$ cat src/rtl/rcs_pkg.sv
package rcs_pkg;
  localparam int NFLAG  = 6;
  localparam int BYTE_W = 8;
  localparam int CODE_W = 3;

  // Internal flag index, ascending with priority.
  localparam int F_POR   = 0;
  localparam int F_LV1   = 1;
  localparam int F_LV2   = 2;
  localparam int F_DSTBY = 3;
  localparam int F_IWDT  = 4;
  localparam int F_WDT   = 5;

  // Software-visible bit positions.
  localparam int SB_POR   = 0;
  localparam int SB_LV1   = 1;
  localparam int SB_LV2   = 2;
  localparam int SB_DSTBY = 7;
  localparam int WB_IWDT  = 0;
  localparam int WB_WDT   = 1;

  typedef enum logic [CODE_W-1:0] {
    CAUSE_PIN   = 3'd0,
    CAUSE_POR   = 3'd1,
    CAUSE_LV1   = 3'd2,
    CAUSE_LV2   = 3'd3,
    CAUSE_DSTBY = 3'd4,
    CAUSE_IWDT  = 3'd5,
    CAUSE_WDT   = 3'd6
  } cause_e;
endpackage

$ cat src/rtl/rcs_clear_decode.sv
module rcs_clear_decode
  import rcs_pkg::*;
(
  input  logic              wr_valid,
  input  logic              wr_sel,
  input  logic [BYTE_W-1:0] wr_data,
  output logic [NFLAG-1:0]  clr_mask
);
  logic stat_beat;
  logic wdg_beat;

  assign stat_beat = wr_valid && !wr_sel;
  assign wdg_beat  = wr_valid &&  wr_sel;

  always_comb begin
    clr_mask          = '0;
    clr_mask[F_POR]   = stat_beat && !wr_data[SB_POR];
    clr_mask[F_LV1]   = stat_beat && !wr_data[SB_LV1];
    clr_mask[F_LV2]   = stat_beat && !wr_data[SB_LV2];
    clr_mask[F_DSTBY] = stat_beat && !wr_data[SB_DSTBY];
    clr_mask[F_IWDT]  = wdg_beat  && !wr_data[WB_IWDT];
    clr_mask[F_WDT]   = wdg_beat  && !wr_data[WB_WDT];
  end
endmodule

$ cat src/rtl/rcs_next_state.sv
module rcs_next_state
  import rcs_pkg::*;
(
  input  logic [NFLAG-1:0] flags,
  input  logic [NFLAG-1:0] clr_mask,
  input  logic [NFLAG-1:0] ev,
  input  logic             ev_pin,
  output logic [NFLAG-1:0] nxt
);
  logic [NFLAG-1:0] set_mask;
  logic             other_src;

  always_comb begin
    set_mask        = ev;
    set_mask[F_POR] = 1'b0;
  end
  assign other_src = |set_mask;

  always_comb begin
    nxt = flags & ~clr_mask;           // software clear first
    if (ev_pin)
      nxt = '0;                        // pin wipes everything
    if (ev[F_POR]) begin
      nxt        = '0;                 // power-on starts fresh
      nxt[F_POR] = 1'b1;
    end
    nxt = nxt | set_mask;              // events beat clears
    if (other_src)
      nxt[F_POR] = 1'b0;               // any other cause drops power-on
  end
endmodule

$ cat src/rtl/rcs_cause_enc.sv
module rcs_cause_enc
  import rcs_pkg::*;
#(
  parameter int N = NFLAG,
  parameter int W = CODE_W
) (
  input  logic [N-1:0] flags,
  output logic [W-1:0] code
);
  always_comb begin
    code = '0;
    for (int i = 0; i < N; i++)
      if (flags[i])
        code = W'(i + 1);
  end
endmodule

$ cat src/rtl/rcs_status.sv
module rcs_status
  import rcs_pkg::*;
(
  input  logic              clk,
  input  logic              rst_n,
  input  logic              evt_por,
  input  logic              evt_lv1,
  input  logic              evt_lv2,
  input  logic              evt_dstby,
  input  logic              evt_iwdt,
  input  logic              evt_wdt,
  input  logic              evt_pin,
  input  logic              wr_valid,
  output logic              wr_ready,
  input  logic              wr_sel,
  input  logic [BYTE_W-1:0] wr_data,
  output logic [BYTE_W-1:0] stat_byte,
  output logic [BYTE_W-1:0] wdg_byte,
  output logic [CODE_W-1:0] cause
);
  logic [NFLAG-1:0] ev;
  logic [NFLAG-1:0] clr_mask;
  logic [NFLAG-1:0] nxt;
  logic [NFLAG-1:0] flags;

  assign ev       = {evt_wdt, evt_iwdt, evt_dstby, evt_lv2, evt_lv1, evt_por};
  assign wr_ready = 1'b1;

  rcs_clear_decode u_dec (
    .wr_valid (wr_valid),
    .wr_sel   (wr_sel),
    .wr_data  (wr_data),
    .clr_mask (clr_mask)
  );

  rcs_next_state u_nxt (
    .flags    (flags),
    .clr_mask (clr_mask),
    .ev       (ev),
    .ev_pin   (evt_pin),
    .nxt      (nxt)
  );

  for (genvar g = 0; g < NFLAG; g++) begin : g_flag
    always_ff @(posedge clk or negedge rst_n) begin
      if (!rst_n) flags[g] <= 1'b0;
      else        flags[g] <= nxt[g];
    end
  end

  always_comb begin
    stat_byte           = '0;
    stat_byte[SB_POR]   = flags[F_POR];
    stat_byte[SB_LV1]   = flags[F_LV1];
    stat_byte[SB_LV2]   = flags[F_LV2];
    stat_byte[SB_DSTBY] = flags[F_DSTBY];
    wdg_byte            = '0;
    wdg_byte[WB_IWDT]   = flags[F_IWDT];
    wdg_byte[WB_WDT]    = flags[F_WDT];
  end

  rcs_cause_enc #(.N(NFLAG), .W(CODE_W)) u_enc (
    .flags (flags),
    .code  (cause)
  );
endmodule

$ cat config.mk
export PLATFORM = sky130hd
export DESIGN_NAME = rcs_status
export DESIGN_NICKNAME = d
export VERILOG_FILES = /design/src/rtl/rcs_pkg.sv /design/src/rtl/rcs_clear_decode.sv /design/src/rtl/rcs_next_state.sv /design/src/rtl/rcs_cause_enc.sv /design/src/rtl/rcs_status.sv
export SDC_FILE = /design/constraint.sdc
export NUM_CORES = 1
export LEC_CHECK = 0
export CORE_AREA = 2 2 39 41
export CTS_CLUSTER_SIZE = 25
export DETAILED_ROUTE_END_ITERATION = 8
export DIE_AREA = 0 0 41 43
export DONT_BUFFER_PORTS = 1
export PLACE_DENSITY_LB_ADDON = 0.25
export SYNTH_ARGS = -nofsm -noshare
export SYNTH_HDL_FRONTEND = slang
export SYNTH_SLANG_ARGS = --single-unit
$ cat constraint.sdc
create_clock -name clk -period 1.2 [get_ports clk]
set_input_delay 0.18 -clock clk [delete_from_list [all_inputs] [get_ports clk]]
set_output_delay 0.18 -clock clk [all_outputs]
set_load 0.005 [all_outputs]
==> qor.txt <==
status: finished, violations left
failing checks: setup timing
net count reported at finish: 69
Simple-Gate Fraction of Synth Area: 19.4%
Max-Cap Viols: 0
Final ANT Viol Nets: 0
# placed instances: 59
multiplexer share of the synthesized area: 0%
area leader, netlist: dfrtp_1
Initial Util: 29.3%
number of global-route vias before repair: 259
Buffers on Ports: 0
total negative slack: -0.0496 ns
root buffer cell: clkbuf_4
Buf+Inv Stages, Crit Path: 0
main combinational cell family by area after synthesis: buffers and inverters
register area share after synthesis: 37.0%
f_max: 800 MHz
Worst setup SP type: register
unrepaired setup endpoints after global routing: yes
post-route clock period utilization: 104%
reg2reg end: stat_byte[0]
post-route design area: 433 um^2
Cell Pwr Density: 1070 mW/mm^2
Hold Crit Class: primary input to register
Hold Path Depth: 1
synth unique cells: 16
Synth Area in XOR/XNOR: 0%
postcts setup bufs: 0
total CTS buffers: 3
initial drt markers: 0
Layout Utilization: 31.3%
clk slew on worst S/H paths: 0.04 ns
reg2reg path depth: 3
largest net degree at the start of global routing: 7
critical path endpoint category: output pin
DPL Wire Length: 655 um
htree depth: 1
Synth Instances: 45
Pins Over Slew Limit: 0
routed vias: 278
antenna violations before repair: 0
drt drc: 0
placed cell area: 377 um^2
Largest stage delay, worst path: 0.44 ns
critical path's top delay family: flip-flops
# rows: 14
Routed WL: 733 um
FF+latch count, synth: 6
syn avg cell area: 9.01 um^2
crit path from: stat_byte[7]
Via density: 4.34
Post-Syn Area: 405 um^2
P&R area growth vs syn: 6.79%
Compound-Gate Fraction of Synth Area: 18.5%
crit path time final: 1.25 ns
ANT cells: 0
Layout Cells excl Fill: 64
power consumption: 464 uW
clk buf depth: 2
CTS tree: done
worst r2r src: stat_byte[0]
largest cells by area after synthesis: dfrtp_1 37%, buf_4 20%, nand2b_1 9.3%
chip height: 43 um
Warnings, synthesis: 0
clock sink count: 6
Post-Synth Adder-Cell Area: 0%
IO Count: 39
P_leak: 0.189 nW
Core Box Area: 0.00138 mm^2
crit path cell chain: or3_4
Final Hold Violating Endpoints: 0
cell count along the critical path: 1
Place WS: 0.190 ns
final setup vio count: 1
fin worst setup slack: -0.0496 ns
Die Wd: 41 um
critical setup path kind: register to output pin
largest fanout on the critical path: 5
GRT Total Usage: 10.4%
die footprint: 0.00176 mm^2
share of cells above drive strength 1: 20.8%
hold slack: 0.0499 ns
worst skew pair latency: 0.24 ns
flop-to-flop setup slack: 0.32 ns
DR WL/cell: 11.5 um
RD Place Congestion: 0.642
Overflow after GRT: 0
Req. time, crit path: 1.02 ns
end of the critical path: cause[2]
Clock Skew: 0 ns
Max rail drop VDD: 0.359 mV
Yosys top cell area share: 37.0%
Pre-Repair DR Iteration Count: 1
global-route wire length before repair: 1140 um
Worst Path Arrival: 1.07 ns
Fill cells: 152
slowest CP cell: dfrtp_2
per-layer routing:
layer	global-route usage [%]	share of wire, %	wire (um)	up-vias
li1	-	-	-	135
met3	8.38	21	157	2
met5	0	0	0	-
met2	13.1	46	335	23
met4	10.0	1.1	8	0
met1	9.93	32	233	118
cells in the mapped netlist:
cell type and count:
nand2b_1 6, nor2b_1 2, a211oi_2 1, buf_4 11, o31ai_1 1, or4_4 1, inv_1 3, conb_1 2
a21oi_1 1, o211ai_1 5, dfrtp_1 6, or3_1 1, o21bai_1 1, nand2_1 1, nor2_1 2, o21ai_1 1
layout make-up:
| type | count | area [um^2] | share of cell area, % |
|---|---|---|---|
| Clock buffer | 3 | 22.5 | 5.20 |
| Inverter | 3 | 11.3 | 2.60 |
| Multi-Input combinational cell | 34 | 205 | 47.4 |
| Sequential cell | 6 | 154 | 35.5 |
| Tap cell | 16 | 20.0 | 4.62 |
| Timing Repair Buffer | 2 | 20.0 | 4.62 |
report_power, final:
part           switching (mW)  internal [mW]
Clock                  0.0650          0.113
Sequential             0.0180          0.216
Combinational          0.0293         0.0232
registers in the layout (all words and copies together), names as in the netlist:
register	count
stat_byte	4
wdg_byte	2
cell usage in the layout (no fill, tap or decap), types with 2 or more instances in the layout:
master	count
clkbuf_4	3
conb_1	11
dfrtp_2	3
inv_1	3
dfrtp_1	3
nor2b_1	2
o211ai_1	5
nor2_1	2
nand2b_1	6
dlygate4sd3_1	2
what timing repair did:
| action | in CTS | in global routing |
|---|---|---|
| hold buffers | 2 | 0 |
| pin swaps | 2 | 1 |
| setup endpoints to repair | 3 | 2 |
| endpoints found under the hold margin | 7 | 0 |
| resized for setup | 3 | 2 |
worst min path at each step:
| stage | startpoint | to | slack, ns |
|---|---|---|---|
| 3_5_place_dp | rst_n | stat_byte[2] | -0.12 |
| 5_1_grt | evt_dstby | stat_byte[7] | 0.04 |
| 4_1_cts | evt_dstby | stat_byte[7] | 0.04 |
| 2_1_floorplan | rst_n | stat_byte[0] | -0.12 |
| 6_report | evt_dstby | stat_byte[7] | 0.05 |
| 3_3_place_gp | rst_n | stat_byte[2] | -0.12 |
kinds of logic after synthesis:
group	count (synthesis)
buffers and inverters	14
AND/OR/NAND/NOR	13
AO/OA/AOI/OAI	10
flip-flops	6
other	2
No activity file was read; power rests on OpenSTA's default activity.
